File: config.mk
export PLATFORM = sky130hd
export DESIGN_NAME = trap_ctrl_unit
export DESIGN_NICKNAME = d
export VERILOG_FILES = /design/src/rtl/trapctl_pkg.sv /design/src/rtl/trap_irq_sel.sv /design/src/rtl/trap_status_reg.sv /design/src/rtl/trap_csr_file.sv /design/src/rtl/trap_ctrl_unit.sv
export SDC_FILE = /design/constraint.sdc
export NUM_CORES = 1
export LEC_CHECK = 0
export ABC_AREA = 1
export ABC_CLOCK_PERIOD_IN_PS = 2870
export BUFFER_PORTS_ARGS = -buffer_cell sky130_fd_sc_hd__buf_2
export CAP_MARGIN = 10
export CORE_AREA = 2 2 184 186
export CTS_BUF_LIST = sky130_fd_sc_hd__clkbuf_8
export DETAILED_ROUTE_END_ITERATION = 6
export DIE_AREA = 0 0 186 188
export PLACE_DENSITY = 0.75
export SLEW_MARGIN = 10
export SYNTH_ARGS = -nofsm -noshare
export SYNTH_HDL_FRONTEND = slang
export SYNTH_HIERARCHICAL = 1
export SYNTH_SLANG_ARGS = --single-unit
File: constraint.sdc
create_clock -name clk -period 2.87 [get_ports clk]
set_input_delay 0.287 -clock clk [delete_from_list [all_inputs] [get_ports clk]]
set_output_delay 0.287 -clock clk [all_outputs]
set_load 0.02 [all_outputs]
File: src/rtl/trapctl_pkg.sv
package trapctl_pkg;

    localparam int XLEN         = 64;
    localparam int IRQ_N        = 8;
    localparam int IRQ_IW       = $clog2(IRQ_N);
    localparam int CSR_AW       = 3;
    localparam int HI_RSV_W     = XLEN - 2 * IRQ_N - 8;
    localparam logic [XLEN-1:0] BOOT_PC      = 64'h2000;
    localparam logic [XLEN-1:0] ILLEGAL_CODE = 64'd2;

    typedef struct packed {
        logic [HI_RSV_W-1:0] rsv_hi;
        logic [IRQ_N-1:0]    ip;
        logic [IRQ_N-1:0]    im;
        logic [1:0]          rsv_lo;
        logic                u64;
        logic                s64;
        logic                pei;
        logic                ei;
        logic                ps;
        logic                s;
    } status_t;

    typedef enum logic [CSR_AW-1:0] {
        SEL_STAT  = 3'd0,
        SEL_EPC   = 3'd1,
        SEL_VEC   = 3'd2,
        SEL_CAUSE = 3'd3
    } csr_sel_e;

    typedef enum logic [1:0] {
        TK_NONE,
        TK_EXC,
        TK_ILL,
        TK_IRQ
    } trap_kind_e;

    function automatic status_t boot_status();
        status_t v;
        v     = '0;
        v.s   = 1'b1;
        v.s64 = 1'b1;
        return v;
    endfunction

    function automatic status_t sw_write_mask(input logic wide_ok);
        status_t m;
        m     = '0;
        m.s   = 1'b1;
        m.ps  = 1'b1;
        m.ei  = 1'b1;
        m.pei = 1'b1;
        m.s64 = wide_ok;
        m.u64 = wide_ok;
        m.im  = '1;
        return m;
    endfunction

    function automatic logic [XLEN-1:0] irq_cause(input logic [IRQ_IW-1:0] idx,
                                                  input logic wide);
        logic [XLEN-1:0] c;
        c = '0;
        c[IRQ_IW-1:0] = idx;
        if (wide) c[XLEN-1] = 1'b1;
        else      c[31]     = 1'b1;
        return c;
    endfunction

endpackage

File: src/rtl/trap_irq_sel.sv
module trap_irq_sel
    import trapctl_pkg::*;
#(
    parameter int N  = IRQ_N,
    parameter int IW = $clog2(N)
) (
    input  logic          clk,
    input  logic          rst,
    input  logic [N-1:0]  pend,
    input  logic [N-1:0]  mask,
    input  logic          gie,
    output logic          any,
    output logic [IW-1:0] idx
);
    logic [N-1:0] elig;
    logic [N-1:0] grant;

    genvar g;
    generate
        for (g = 0; g < N; g++) begin : g_gate
            assign elig[g] = pend[g] & mask[g] & gie;
        end
    endgenerate

    always_comb begin
        grant = '0;
        idx   = '0;
        for (int i = N - 1; i >= 0; i--) begin
            if (elig[i]) begin
                grant  = '0;
                grant[i] = 1'b1;
                idx    = IW'(i);
            end
        end
    end

    assign any = |elig;


    grant_onehot_chk: assert property (@(posedge clk) disable iff (rst)
        $onehot0(grant) && ((grant & ~(pend & mask)) == '0));


    gie_gate_chk: assert property (@(posedge clk) disable iff (rst)
        any |-> (gie && ((pend & mask) != '0)));

endmodule

File: src/rtl/trap_status_reg.sv
module trap_status_reg
    import trapctl_pkg::*;
#(
    parameter bit HAS_WIDE = 1'b1
) (
    input  logic             clk,
    input  logic             rst,
    input  logic [IRQ_N-1:0] irq_i,
    input  logic             wr_en,
    input  logic [XLEN-1:0]  wr_data,
    input  logic             trap_take,
    input  logic             ret_take,
    output status_t          status_o
);
    status_t sr_q;
    status_t sr_d;
    logic [XLEN-1:0] wmask;
    logic [XLEN-1:0] ipmask;

    generate
        if (HAS_WIDE) begin : g_wide
            assign wmask = sw_write_mask(1'b1);
        end else begin : g_narrow
            assign wmask = sw_write_mask(1'b0);
        end
    endgenerate

    always_comb begin
        status_t pm;
        pm    = '0;
        pm.ip = '1;
        ipmask = pm;
    end

    always_comb begin
        sr_d = sr_q;
        if (trap_take) begin
            sr_d.ps  = sr_q.s;
            sr_d.pei = sr_q.ei;
            sr_d.s   = 1'b1;
            sr_d.ei  = 1'b0;
        end else if (ret_take) begin
            sr_d.s  = sr_q.ps;
            sr_d.ei = sr_q.pei;
        end else if (wr_en) begin
            sr_d = (wr_data & wmask) | (sr_q & ipmask);
        end
        sr_d.ip = irq_i;
    end

    always_ff @(posedge clk) begin
        if (rst) sr_q <= boot_status();
        else     sr_q <= sr_d;
    end

    assign status_o = sr_q;


    trap_stack_chk: assert property (@(posedge clk) disable iff (rst)
        trap_take |=> (sr_q.s && !sr_q.ei && sr_q.ps == $past(sr_q.s)
                       && sr_q.pei == $past(sr_q.ei)));


    ret_pop_chk: assert property (@(posedge clk) disable iff (rst)
        ret_take |=> (sr_q.s == $past(sr_q.ps) && sr_q.ei == $past(sr_q.pei)));


    ip_hw_only_chk: assert property (@(posedge clk) disable iff (rst)
        wr_en |=> (sr_q.ip == $past(irq_i)));

endmodule

File: src/rtl/trap_csr_file.sv
module trap_csr_file
    import trapctl_pkg::*;
(
    input  logic              clk,
    input  logic              rst,
    input  logic [CSR_AW-1:0] addr,
    input  logic              re,
    input  logic              we,
    input  logic [XLEN-1:0]   wdata,
    input  logic              commit_ok,
    input  status_t           status_i,
    input  logic              trap_take,
    input  logic [XLEN-1:0]   trap_cause,
    input  logic [XLEN-1:0]   pc_i,
    output logic [XLEN-1:0]   rdata,
    output logic              illegal,
    output logic              stat_we,
    output logic [XLEN-1:0]   epc_o,
    output logic [XLEN-1:0]   vec_o,
    output logic [XLEN-1:0]   cause_o
);
    logic [XLEN-1:0] epc_q, vec_q, cause_q;
    logic            known;
    csr_sel_e        sel;

    assign sel = csr_sel_e'(addr);

    always_comb begin
        known = 1'b1;
        rdata = '0;
        case (sel)
            SEL_STAT:  rdata = status_i;
            SEL_EPC:   rdata = epc_q;
            SEL_VEC:   rdata = vec_q;
            SEL_CAUSE: rdata = cause_q;
            default:   known = 1'b0;
        endcase
    end

    assign illegal = (re | we) & ~known;
    assign stat_we = we & commit_ok & (sel == SEL_STAT);

    always_ff @(posedge clk) begin
        if (rst) begin
            epc_q   <= '0;
            vec_q   <= '0;
            cause_q <= '0;
        end else if (trap_take) begin
            cause_q <= trap_cause;
            epc_q   <= pc_i;
        end else if (we && commit_ok) begin
            case (sel)
                SEL_EPC: epc_q <= wdata;
                SEL_VEC: vec_q <= {wdata[XLEN-1:2], 2'b00};
                default: ;
            endcase
        end
    end

    assign epc_o   = epc_q;
    assign vec_o   = vec_q;
    assign cause_o = cause_q;


    vec_align_chk: assert property (@(posedge clk) disable iff (rst)
        vec_q[1:0] == 2'b00);


    cause_ro_chk: assert property (@(posedge clk) disable iff (rst)
        !trap_take |=> $stable(cause_q));


    epc_capture_chk: assert property (@(posedge clk) disable iff (rst)
        trap_take |=> (epc_q == $past(pc_i) && cause_q == $past(trap_cause)));

endmodule

File: src/rtl/trap_ctrl_unit.sv
module trap_ctrl_unit
    import trapctl_pkg::*;
(
    input  logic              clk,
    input  logic              rst,
    input  logic [IRQ_N-1:0]  irq_i,
    input  logic              exc_req_i,
    input  logic [XLEN-1:0]   exc_cause_i,
    input  logic              ret_req_i,
    input  logic [XLEN-1:0]   pc_i,
    input  logic              csr_re_i,
    input  logic              csr_we_i,
    input  logic [CSR_AW-1:0] csr_addr_i,
    input  logic [XLEN-1:0]   csr_wdata_i,
    output logic [XLEN-1:0]   csr_rdata_o,
    output logic              csr_illegal_o,
    output logic              redirect_valid_o,
    output logic [XLEN-1:0]   redirect_pc_o,
    output logic [XLEN-1:0]   epc_o,
    output logic [XLEN-1:0]   cause_o
);
    status_t          status;
    logic             irq_any;
    logic [IRQ_IW-1:0] irq_idx;
    trap_kind_e       kind;
    logic [XLEN-1:0]  trap_cause;
    logic             trap_take, ret_take, commit_ok, stat_we, illegal;
    logic [XLEN-1:0]  vec;
    logic             rv_q;
    logic [XLEN-1:0]  rpc_q;

    trap_irq_sel #(.N(IRQ_N)) u_sel (
        .clk  (clk),
        .rst  (rst),
        .pend (status.ip),
        .mask (status.im),
        .gie  (status.ei),
        .any  (irq_any),
        .idx  (irq_idx)
    );

    always_comb begin
        if (exc_req_i)    kind = TK_EXC;
        else if (illegal) kind = TK_ILL;
        else if (irq_any) kind = TK_IRQ;
        else              kind = TK_NONE;
        case (kind)
            TK_EXC:  trap_cause = exc_cause_i;
            TK_ILL:  trap_cause = ILLEGAL_CODE;
            TK_IRQ:  trap_cause = irq_cause(irq_idx, status.s64);
            default: trap_cause = '0;
        endcase
    end

    assign trap_take = (kind != TK_NONE);
    assign ret_take  = ret_req_i & ~trap_take;
    assign commit_ok = ~trap_take & ~ret_req_i;

    trap_status_reg #(.HAS_WIDE(1'b1)) u_stat (
        .clk       (clk),
        .rst       (rst),
        .irq_i     (irq_i),
        .wr_en     (stat_we),
        .wr_data   (csr_wdata_i),
        .trap_take (trap_take),
        .ret_take  (ret_take),
        .status_o  (status)
    );

    trap_csr_file u_csr (
        .clk        (clk),
        .rst        (rst),
        .addr       (csr_addr_i),
        .re         (csr_re_i),
        .we         (csr_we_i),
        .wdata      (csr_wdata_i),
        .commit_ok  (commit_ok),
        .status_i   (status),
        .trap_take  (trap_take),
        .trap_cause (trap_cause),
        .pc_i       (pc_i),
        .rdata      (csr_rdata_o),
        .illegal    (illegal),
        .stat_we    (stat_we),
        .epc_o      (epc_o),
        .vec_o      (vec),
        .cause_o    (cause_o)
    );

    always_ff @(posedge clk) begin
        if (rst) begin
            rv_q  <= 1'b1;
            rpc_q <= BOOT_PC;
        end else begin
            rv_q <= trap_take | ret_take;
            if (trap_take)     rpc_q <= vec;
            else if (ret_take) rpc_q <= epc_o;
        end
    end

    assign csr_illegal_o    = illegal;
    assign redirect_valid_o = rv_q;
    assign redirect_pc_o    = rpc_q;


    redirect_pulse_chk: assert property (@(posedge clk) disable iff (rst)
        trap_take |=> (redirect_valid_o && redirect_pc_o == $past(vec)));


    exc_first_chk: assert property (@(posedge clk) disable iff (rst)
        exc_req_i |=> (cause_o == $past(exc_cause_i)));


    illegal_trap_chk: assert property (@(posedge clk) disable iff (rst)
        (illegal && !exc_req_i) |=> (cause_o == ILLEGAL_CODE && redirect_valid_o));


    ret_target_chk: assert property (@(posedge clk) disable iff (rst)
        ret_take |=> (redirect_valid_o && redirect_pc_o == $past(epc_o)));

endmodule

==> impl_results.rst, run 1 <==
.. list-table::
   :header-rows: 1

   * - Metric
     - Value
   * - Outcome
     - finished with violations
   * - Failing checks
     - DRC
   * - Synth top area share
     - 0.385
   * - Number of antenna violations at the first check in global routing
     - 3
   * - Maximum fanout along the worst path
     - 109
   * - Worst-path clk slew
     - 60 ps
   * - Boundary Pins
     - 467
   * - Data arrival time of the critical path
     - 3110 ps
   * - Weighted congestion at the end of routability-driven global placement
     - 0.923
   * - Proportion of synthesized chip area in sequential cells
     - 0.385
   * - Largest area contributor in the synthesized netlist
     - dfxtp_1
   * - Aggregate global routing overflow
     - 0
   * - Initial Util
     - 0.435
   * - Average routed wire per standard cell
     - 17.2 um
   * - Root buffer cell
     - clkbuf_8
   * - GRT Total Usage
     - 0.307
   * - Setup WS post-layout
     - 205 ps
   * - Detailed Routing Iterations Pass 1
     - 7
   * - Number of inserted filler cells in the final layout
     - 3286
   * - Type of the tightest min-delay check
     - in2reg
   * - Maximum number of pins on one net before global-route repair
     - 110
   * - Endpoint type of the worst setup path
     - register
   * - DRC Markers
     - 1
   * - Global-route wire length before repair
     - 84.8 mm
   * - Highest attainable clock frequency
     - 375 MHz
   * - CP Data Required Time
     - 3310 ps
   * - Most used cells in the layout excluding fill and tap cells
     - 832 x nand2_1, 466 x buf_2, 359 x nor2_1
   * - Share of the cycle needed by the critical path after routing
     - 0.929
   * - Cell with the largest stage delay on the worst path
     - dfxtp_1
   * - Crit path kind
     - reg2reg
   * - Cell types occupying the most area after synthesis
     - dfxtp_1 39%, nand2_1 22%, nor2_1 9.4%
   * - Detailed Route Iter0 Violations
     - 1504
   * - Relative max-transition margin
     - 0.407
   * - Startpoint type of the worst setup path
     - register
   * - Share of cells above drive strength 1
     - 0.226
   * - Number of distinct library cells after synthesis
     - 30
   * - Leading cell type in the layout, fill and taps excluded
     - nand2_1
   * - Seq cells post-synth
     - 277
   * - DRT antenna net count
     - 0
   * - Clock tree from TritonCTS
     - yes
   * - Leak pwr
     - 9.77 nW
   * - Width of the die
     - 186 um
   * - Minimum setup slack after placement
     - 363 ps
   * - Final slew viol count
     - 0
   * - Crit-path max cell delay
     - 530 ps
   * - Clock latency reported for the late side of the worst-skew pair
     - 580 ps
   * - Mapped cell area
     - 14400 sq um
   * - Power density of the placed cells
     - 548 nW/um^2
   * - Num CTS Buffers
     - 49
   * - Post-layout nets
     - 2946
   * - Cell-by-cell listing of the critical path
     - inv_2 > o21ai_0 > nor2_1 > nand2_1 > inv_2 > nand2_4 > buf_12 > nor3_4 > buf_12 > nor2_1 > nor2_2
   * - Vias per std cell
     - 5.17
   * - Synthesized area per cell
     - 6.20 sq um
   * - Number of cell rows
     - 67
   * - CP bufs+invs
     - 4
   * - CTS H-tree lvls
     - 2
   * - Number of violations of the max-capacitance limit
     - 0
   * - Yosys synthesis warning count
     - 6
   * - Final Routed Wirelength
     - 55.5 mm
   * - Sum of negative setup slack
     - 0 ps
   * - Sinks on the clock net
     - 277
   * - Quantity of I/O buffers inserted on ports
     - 466
   * - Final hold violation count
     - 0
   * - Total die area
     - 35000 sq um
   * - Buffers inserted by post-CTS timing repair
     - 0
   * - Min Tclk post-route
     - 2670 ps
   * - Vias in the first global route
     - 15900
   * - Clk buf depth
     - 3
   * - Post-DP HPWL
     - 37.5 mm
   * - Slew at the pin closest to its max-slew limit
     - 889 ps
   * - Layout Skew
     - 40.2 ps
   * - Floorplan core area
     - 33100 sq um
   * - Setup repair after global routing missed its margin
     - false
   * - Die span in y
     - 188 um
   * - Via count
     - 16700
   * - Synthesized instance count
     - 2321
   * - CP delay by family, top
     - simple AND/OR/NAND/NOR gates
   * - Endpoints failing setup
     - 0
   * - Largest voltage drop on the vdd net
     - 0.000322 V
   * - Layout overhead on the synthesized area
     - 25.0%
## state kept, by name, summed over array words and instances, names as in the netlist
register,cells
u_csr/cause_o,64
u_csr/vec_o,62
redirect_valid_o,1
u_csr/epc_o,64
u_stat/status_o,22
redirect_pc_o,64
## logic make-up (layout without fill, tap and decap cells)
kind of cell	count (synthesis)	in the layout	synth area share
buffers and inverters	366	779	0.123
AO/OA/AOI/OAI	166	166	0.0587
flip-flops	277	277	0.385
other	2	45	0.000522
AND/OR/NAND/NOR	1510	1510	0.433
## worst register-to-register path: stages, from the launching register on
cell,delay [ps]
dfxtp_1,530
inv_2,80
o21ai_0,290
nor2_1,130
nand2_1,180
inv_2,110
nand2_4,160
buf_12,370
nor3_4,110
buf_12,200
nor2_1,340
nor2_2,40
## cell usage after synthesis, drive strengths merged
cell / instances
a31oi: 1
o211ai: 2
nand3: 227
nor3: 2
buf: 144
conb: 2
nor2: 380
dfxtp: 277
nand4: 63
a21oi: 39
clkinv: 1
clkbuf: 53
nand2: 838
inv: 168
o21ai: 124
## power breakdown
part	switching [mW]	total [mW]	internal [mW]
sequential	0.174	4.19	4.02
clock	1.72	4.03	2.31
combinational	1.10	1.63	0.532
## stage by stage
step                      hold slack (ps)   util  area, sq um  instances  total power [mW]
after floorplan                       386      -        14600       2363              5.24
after global routing                 20.9  0.543        18000       3224              10.3
after detailed placement              435  0.506        16700       3118              5.87
after CTS                           0.567  0.543        18000       3224              9.89
after global placement                435  0.506        16700       3118              5.84
final                                18.5  0.543        18000       3225              9.86
## metal layers
metal	global-route usage	up-vias	part of all wire
met4	0.167	2	0.048
met3	0.0637	172	0.096
li1	-	7991	-
met2	0.508	954	0.47
met1	0.369	7543	0.39
met5	0	-	0.00022
## area by class of cell
type                            count  area, sq um  share of cell area
Inverter                          169          642              0.0357
Clock buffer                       62          853              0.0474
Timing Repair Buffer              520         2900               0.161
Clock inverter                     28          231              0.0129
Antenna cell                        1         2.50            0.000139
Tap cell                          448          561              0.0312
Multi-Input combinational cell   1720         7250               0.403
Sequential cell                   277         5550               0.308
## final timing paths
check / cells past startpoint / slack (ps) / endpoint / start
setup / recovery: 11 / 200 / u_csr/vec_o[62]$_SDFFE_PP0P_ / u_stat/status_o[2]$_SDFFE_PP0P_
hold / removal: 5 / 20 / u_csr/cause_o[7]$_SDFFE_PP0P_ / exc_cause_i[7]
setup reg to reg: 11 / 200 / u_csr/vec_o[62]$_SDFFE_PP0P_ / u_stat/status_o[2]$_SDFFE_PP0P_
hold reg to reg: 2 / 450 / redirect_pc_o[63]$_SDFFE_PP0P_ / redirect_pc_o[63]$_SDFFE_PP0P_
## what timing repair did
| action | CTS | global route |
|---|---|---|
| endpoints found under the setup margin | 0 | 4 |
| hold endpoints to repair | 16 | 0 |
| hold buffers | 16 | 0 |
| resized for setup | 0 | 1 |
Power figures use the tool's default switching activity.
==> inputs of run 2 (changes only) <==
==> constraint.sdc (replaced) <==
create_clock -name clk -period 2.87 [get_ports clk]
set_input_delay 0.574 -clock clk [delete_from_list [all_inputs] [get_ports clk]]
set_output_delay 0.574 -clock clk [all_outputs]
set_load 0.02 [all_outputs]
==> run 2 against run 1 <==
The run still ends with DRC left; clock-buffer cell count increased by 1; cell count decreased by 0.25%; hold slack improved by 180 ps; global-route usage is 0.24 points higher; critical path type unchanged; largest power group unchanged.
==> impl_results.rst, run 2 (synthesis gave the netlist of run 1 again) <==
.. list-table::
   :header-rows: 1

   * - Metric
     - Value
   * - Reg2reg start
     - u_stat/status_o[2]$_SDFFE_PP0P_
   * - Internal power contribution
     - 6.70 mW (-2.4%)
   * - Number of antenna violations at the first check in global routing
     - 10 (+7)
   * - Sinks on the clock net
     - 277 (unchanged)
   * - Type of the tightest min-delay check
     - in2reg
   * - Layout overhead on the synthesized area
     - 24.3%
   * - Outcome
     - finished with violations
   * - Initial Util
     - 0.435 (unchanged)
   * - Maximum fanout along the worst path
     - 69 (-37%)
   * - Number of violations of the max-capacitance limit
     - 0 (unchanged)
   * - Vias per std cell
     - 5.21 (+0.83%)
   * - Width of the die
     - 186 um (unchanged)
   * - Hold path depth
     - 3 (-2)
   * - Endpoints failing setup
     - 0 (unchanged)
   * - Leak pwr
     - 9.73 nW (-0.48%)
   * - Clock power frac
     - 0.399 (-0.010)
   * - Cell-by-cell listing of the critical path
     - inv_2 > o21ai_0 > nor2_1 > nand2_1 > inv_2 > nand2_4 > buf_4 > nand2_1 > o21ai_1 > nand3_1 > a21oi_1
   * - Via count
     - 16800 (+0.58%)
   * - Global-route wire length before repair
     - 85.0 mm (+0.25%)
   * - Largest voltage drop on the vdd net
     - 0.000343 V (+6.4%)
   * - Die span in y
     - 188 um (unchanged)
   * - Boundary Pins
     - 467 (unchanged)
   * - CP delay by family, top
     - buffers and inverters
   * - Register-to-Register Setup Slack
     - 240 ps (+40 ps)
   * - Endpoint type of the worst setup path
     - register
   * - Clk buf depth
     - 3 (unchanged)
   * - DRT antenna net count
     - 0 (unchanged)
   * - Crit-path max cell delay
     - 580 ps (+50 ps)
   * - Worst-path clk slew
     - 70 ps (about the same)
   * - DRC Markers
     - 4 (+3)
   * - Worst-case reg-to-reg path depth
     - 11 (unchanged)
   * - Post-layout nets
     - 2936 (-0.34%)
   * - Layout Skew
     - 17.7 ps (-22.4 ps)
   * - Final hold violation count
     - 0 (unchanged)
   * - Floorplan core area
     - 33100 sq um (unchanged)
   * - Number of inserted filler cells in the final layout
     - 3331 (+1.4%)
   * - Power density of the placed cells
     - 541 nW/um^2 (-1.3%)
   * - Maximum number of pins on one net before global-route repair
     - 82 (-25%)
   * - Detailed Routing Iterations Pass 1
     - 7 (unchanged)
   * - Clock latency reported for the late side of the worst-skew pair
     - 580 ps (about the same)
   * - Average routed wire per standard cell
     - 17.4 um (+0.90%)
   * - Share of total power in combinational logic
     - 0.168 (+0.002)
   * - Aggregate global routing overflow
     - 0 (unchanged)
   * - Hold slack
     - 197 ps (+179 ps)
   * - Quantity of I/O buffers inserted on ports
     - 466 (unchanged)
   * - Worst R2R End
     - u_csr/epc_o[23]$_SDFFE_PP0P_
   * - CP Data Required Time
     - 3370 ps (+60 ps)
   * - Root buffer cell
     - clkbuf_8
   * - Share of the cycle needed by the critical path after routing
     - 0.915 (-0.0138)
   * - Vias in the first global route
     - 15900 (-0.050%)
   * - Leading cell type in the layout, fill and taps excluded
     - nand2_1
   * - Share of cells above drive strength 1
     - 0.227 (+0.00126)
   * - Startpoint of the lowest-slack hold path
     - irq_i[5]
   * - Final Routed Wirelength
     - 55.9 mm (+0.65%)
   * - CTS hold repair buffers
     - 0 (-16)
   * - Data arrival time of the critical path
     - 3130 ps (+20 ps)
   * - Share of total power consumed by net switching
     - 0.308 (+0.00434)
   * - Cell with the largest stage delay on the worst path
     - buf_4
   * - Min Tclk post-route
     - 2630 ps (-39.7 ps)
   * - # resized after CTS
     - 0 (unchanged)
   * - Design area
     - 17900 sq um (-0.51%)
   * - CP bufs+invs
     - 3 (-1)
   * - Area post-placement
     - 16800 sq um (+0.64%)
   * - Num CTS Buffers
     - 49 (unchanged)
   * - Weighted congestion at the end of routability-driven global placement
     - 0.909 (-1.5%)
   * - Switching Power
     - 2.98 mW (-0.38%)
   * - Total die area
     - 35000 sq um (unchanged)
   * - Relative max-transition margin
     - 0.450 (+0.0429)
   * - CTS H-tree lvls
     - 2 (unchanged)
   * - Final slew viol count
     - 0 (unchanged)
   * - Worst min-delay path endpoint
     - u_stat/status_o[21]$_SDFF_PP0_
   * - Slew at the pin closest to its max-slew limit
     - 824 ps (-64.3 ps)
   * - Highest attainable clock frequency
     - 381 MHz (+1.5%)
   * - Most used cells in the layout excluding fill and tap cells
     - 832 x nand2_1, 466 x buf_2, 360 x nor2_1
   * - Startpoint type of the worst setup path
     - register
   * - Detailed Route Iter0 Violations
     - 1489 (-1.0%)
   * - Crit path kind
     - reg2reg
   * - Post-DP HPWL
     - 37.3 mm (-0.53%)
   * - Clock tree from TritonCTS
     - yes
   * - GRT Total Usage
     - 0.309 (+0.00237)
   * - Number of cell rows
     - 67 (unchanged)
   * - Buffers inserted by post-CTS timing repair
     - 0 (unchanged)
   * - Failing checks
     - DRC
   * - Share of total power in sequential cells
     - 0.433 (+0.008)
## run 2: changes by cell type in the layout (fill, tap and decap cells not counted), sizes merged
cell	change
clkbuf	+1
bufinv	-2
dlygate4sd3	-16
inv	+3
diode	+3
clkinv	-4
buf	+6
clkinvlp	+1
## run 2: power by group through the flow
stage	Combinational (mW)	Clock, mW	Sequential [mW]
6_report	1.63	3.87	4.19
5_1_grt	1.77	4.09	4.21
4_1_cts	1.61	3.93	4.19
3_5_place_dp	1.61	0	4.27
3_3_place_gp	1.58	0	4.26
2_1_floorplan	0.826	0	4.41
## run 2: final cells by class
class,count,area [sq um],area share
Multi-Input combinational cell,1720,7250,0.405
Sequential cell,277,5550,0.310
Timing Repair Buffer,510,2850,0.159
Clock buffer,63,867,0.0484
Inverter,169,642,0.0359
Tap cell,448,561,0.0313
Clock inverter,26,170,0.00951
Antenna cell,4,10.0,0.000559
## run 2: how the worst max path moves through the flow
stage | from | endpoint | slack [ps] | depth (start not counted)
after floorplan | csr_addr_i[2] | u_csr/epc_o[35]$_SDFFE_PP0P_ | 300 | 11
after global placement | csr_addr_i[1] | csr_rdata_o[5] | 410 | 8
after detailed placement | u_stat/status_o[2]$_SDFFE_PP0P_ | u_csr/epc_o[53]$_SDFFE_PP0P_ | 280 | 11
after CTS | u_stat/status_o[2]$_SDFFE_PP0P_ | u_csr/epc_o[53]$_SDFFE_PP0P_ | 250 | 11
after global routing | u_stat/status_o[2]$_SDFFE_PP0P_ | u_csr/epc_o[23]$_SDFFE_PP0P_ | -10 | 11
final | u_stat/status_o[2]$_SDFFE_PP0P_ | u_csr/epc_o[23]$_SDFFE_PP0P_ | 240 | 11
## run 2: stage by stage
stage                     worst slack [ps]  power [mW]   util  setup TNS, ps  instances
after floorplan                        302        5.24      -              0       2363
after global placement                 408        5.85  0.509              0       3124
after detailed placement               278        5.88  0.509              0       3124
after CTS                              251        9.73  0.540              0       3213
after global routing                 -13.3        10.1  0.540          -41.4       3216
final                                  245        9.68  0.541              0       3217
## run 2: per-layer routing
layer,GRT usage,share of wire
met2,0.514,0.47
met5,0,0.00057
met3,0.0596,0.097
met4,0.174,0.050
met1,0.372,0.39
## run 2: worst min-delay path, cell delays in order
cell	delay, ps
buf_2	70
inv_1	30
nor2_1	70
==> inputs of run 3 (changes only) <==
CORE_AREA = 2 2 179 181   (was 2 2 184 186)
DIE_AREA = 0 0 181 183   (was 0 0 186 188)
PLACE_DENSITY = 0.72   (was 0.75)
SYNTH_HIERARCHICAL = not set   (was 1)
==> run 3 against run 2 <==
The run now ends clean; sequential power about the same; fmax down 2.1%; combinational power down 17%; final area down 10%; critical path type is now in2out; largest cell class unchanged.
==> impl_results.rst, run 3 <==
.. list-table::
   :header-rows: 1

   * - Metric
     - Value
   * - Data arrival time of the critical path
     - 2110 ps (-1020 ps)
   * - DRT antenna net count
     - 0 (unchanged)
   * - Detailed Route Iter0 Violations
     - 929 (-38%)
   * - Post-DP HPWL
     - 32.6 mm (-13%)
   * - Synthesized instance count
     - 1829 (-21%)
   * - Num CTS Buffers
     - 50 (+2.0%)
   * - Clock latency reported for the late side of the worst-skew pair
     - 560 ps (-20 ps)
   * - Crit path kind
     - in2out
   * - Post-Layout Cell Count
     - 2690 (-16%)
   * - Most used cells in the layout excluding fill and tap cells
     - 605 x nand2_1, 465 x buf_2, 280 x nor2_1
   * - Aggregate global routing overflow
     - 0 (unchanged)
   * - Leading cell type in the layout, fill and taps excluded
     - nand2_1
   * - Type of the tightest min-delay check
     - in2reg
   * - Share of cells above drive strength 1
     - 0.258 (+0.0312)
   * - Largest voltage drop on the vdd net
     - 0.000369 V (+7.6%)
   * - Final Routed Wirelength
     - 47.9 mm (-14%)
   * - Number of antenna violations at the first check in global routing
     - 9 (-1)
   * - Buffers inserted by post-CTS timing repair
     - 0 (unchanged)
   * - Die span in y
     - 183 um (-2.7%)
   * - Layout Skew
     - 21.8 ps (+4.02 ps)
   * - Minimum setup slack after placement
     - 154 ps (-123 ps)
   * - Endpoint type of the worst setup path
     - output port
   * - Slew at the pin closest to its max-slew limit
     - 908 ps (+83.4 ps)
   * - Proportion of synthesized chip area in sequential cells
     - 0.447 (+0.0613)
   * - Cell with the most instances after synthesis
     - nand2_1
   * - Boundary Pins
     - 467 (unchanged)
   * - Via count
     - 13900 (-17%)
   * - # resized after CTS
     - 0 (unchanged)
   * - Total die area
     - 33100 sq um (-5.3%)
   * - Highest attainable clock frequency
     - 373 MHz (-2.1%)
   * - Startpoint type of the worst setup path
     - input port
   * - Maximum number of pins on one net before global-route repair
     - 87 (+6.1%)
   * - Weighted congestion at the end of routability-driven global placement
     - 0.877 (-3.5%)
   * - Min Tclk post-route
     - 2680 ps (+56.3 ps)
   * - Clock tree from TritonCTS
     - yes
   * - Number of synthesized flops with an enable pin
     - 0 (unchanged)
   * - Vias in the first global route
     - 13400 (-16%)
   * - Average routed wire per standard cell
     - 17.8 um (+2.6%)
   * - Global-route wire length before repair
     - 73.6 mm (-13%)
   * - Relative max-transition margin
     - 0.395 (-0.0556)
   * - CP Data Required Time
     - 2300 ps (-1070 ps)
   * - Worst-path clk slew
     - 50 ps (-20 ps)
   * - Initial Util
     - 0.398 (-0.0371)
   * - Clk buf depth
     - 3 (unchanged)
   * - Share of the cycle needed by the critical path after routing
     - 0.934 (+0.0196)
   * - Root buffer cell
     - clkbuf_8
   * - Sinks on the clock net
     - 277 (unchanged)
   * - Ranking of synthesized cells by instance count
     - 607 x nand2_1, 280 x nor2_1, 277 x dfxtp_1, 151 x inv_1, 136 x nand3_1
   * - Mapped cell area
     - 12400 sq um (-14%)
   * - Maximum fanout along the worst path
     - 27 (-61%)
   * - Power density of the placed cells
     - 563 nW/um^2 (+4.1%)
   * - Setup repair after global routing missed its margin
     - false
   * - Vias per std cell
     - 5.18 (-0.60%)
   * - Number of violations of the max-capacitance limit
     - 0 (unchanged)
   * - CTS H-tree lvls
     - 2 (unchanged)
   * - Leak pwr
     - 8.16 nW (-16%)
   * - Proportion of synthesized flip-flops having asynchronous set or reset
     - 0 (unchanged)
   * - Synth top area share
     - 0.447 (+0.0613)
   * - GRT Total Usage
     - 0.280 (-0.0295)
   * - Mapped Nets
     - 2038
   * - Number of distinct library cells after synthesis
     - 28 (-6.7%)
   * - Quantity of I/O buffers inserted on ports
     - 466 (unchanged)
   * - Setup WS post-layout
     - 188 ps (-56.3 ps)
   * - Yosys synthesis warning count
     - 0 (-6)
   * - Final slew viol count
     - 0 (unchanged)
   * - Post-layout nets
     - 2459 (-16%)
   * - Layout overhead on the synthesized area
     - 29.2%
   * - Synthesized area per cell
     - 6.79 sq um (+9.5%)
   * - Synth Flop Type
     - dfxtp_1
   * - Final hold violation count
     - 0 (unchanged)
   * - Width of the die
     - 181 um (-2.7%)
   * - Placed Instances
     - 2600 (-17%)
   * - Endpoints failing setup
     - 0 (unchanged)
   * - Outcome
     - complete, no violations
   * - Detailed Routing Iterations Pass 1
     - 5 (-2)
   * - Largest area contributor in the synthesized netlist
     - dfxtp_1
   * - Number of cell rows
     - 65 (-3.0%)
   * - Design area
     - 16000 sq um (-10%)
   * - Register-to-Register Setup Slack
     - 450 ps (+210 ps)
   * - Number of inserted filler cells in the final layout
     - 3138 (-5.8%)
   * - Area post-placement
     - 15100 sq um (-10%)
   * - Floorplan core area
     - 31200 sq um (-5.7%)
   * - Sum of negative setup slack
     - 0 ps (unchanged)
   * - Cell types occupying the most area after synthesis
     - dfxtp_1 45%, nand2_1 18%, nor2_1 8.5%
   * - CTS hold repair buffers
     - 0 (unchanged)
   * - DRC Markers
     - 0 (-4)
   * - Seq cells post-synth
     - 277 (unchanged)
## run 3: cell count changes in the layout (fill, tap and decap cells not counted), moves of 19 or more
cell / previous run / this run
a221o_1: 0 / 19
a21oi_1: 38 / 11
a31oi_1: 1 / 63
conb_1: 44 / 0
nand3_1: 225 / 135
o21ai_1: 32 / 0
nand4_1: 63 / 4
o21ai_0: 91 / 61
o22ai_1: 0 / 19
o221ai_1: 0 / 40
nor2_1: 360 / 280
nand2_1: 832 / 605
## run 3: cells by family after synthesis
| family | share of synthesized area |
|---|---|
| DFF | 0.447 |
| AOI/OAI and AO/OA | 0.122 |
| buffers and inverters | 0.0952 |
| and+or+nand+nor | 0.336 |
## run 3: critical path: stages
cell and delay [ps]:
buf_2 110, inv_1 180, nand3_1 250, inv_2 170, buf_4 350, nand2_1 90, nand3_1 180, buf_2 210
## run 3: area by class of cell
class,count,area [sq um],area share
repair buffers,499,2730,0.170
well taps,402,503,0.0313
flip-flops and latches,277,5550,0.346
clock buffers,60,826,0.0515
multi-input cells,1268,5740,0.358
inverters,154,583,0.0363
diodes,9,22.5,0.00140
clock inverters,21,88.8,0.00554
## run 3: power by group
group | switching (mW) | leakage (nW) | internal, mW
Combinational | 0.909 | 5.36 | 0.450
Sequential | 0.160 | 2.27 | 4.02
Clock | 1.63 | 0.531 | 1.87
## run 3: final timing paths
path                                                       from  cells after the start                              to
worst max-delay path                              csr_addr_i[2]                      8                  csr_rdata_o[1]
worst min-delay path                                   irq_i[0]                      3  u_stat.status_o[16]$_SDFF_PP0_
worst max register to register  u_stat.status_o[2]$_SDFFE_PP0P_                      9    u_csr.epc_o[35]$_SDFFE_PP0P_
worst min register to register    redirect_pc_o[0]$_SDFFE_PP0P_                      2   redirect_pc_o[0]$_SDFFE_PP0P_
## run 3: metal layers
metal / wire length, um / global-route usage / up-vias / share of wire
met5: 0 / 0 / - / 0
met3: 4580 / 0.0665 / 121 / 0.096
met4: 1940 / 0.129 / 0 / 0.040
met2: 22600 / 0.471 / 741 / 0.47
li1: - / - / 6722 / -
met1: 18800 / 0.340 / 6345 / 0.39
## run 3: stage by stage
| stage | power [mW] | utilization | hold WS, ps |
|---|---|---|---|
| after floorplan | 4.99 | - | 453 |
| after global placement | 5.60 | 0.484 | 454 |
| after detailed placement | 5.61 | 0.484 | 453 |
| after CTS | 9.11 | 0.513 | 207 |
| after global routing | 9.42 | 0.514 | 217 |
| final | 9.04 | 0.514 | 236 |
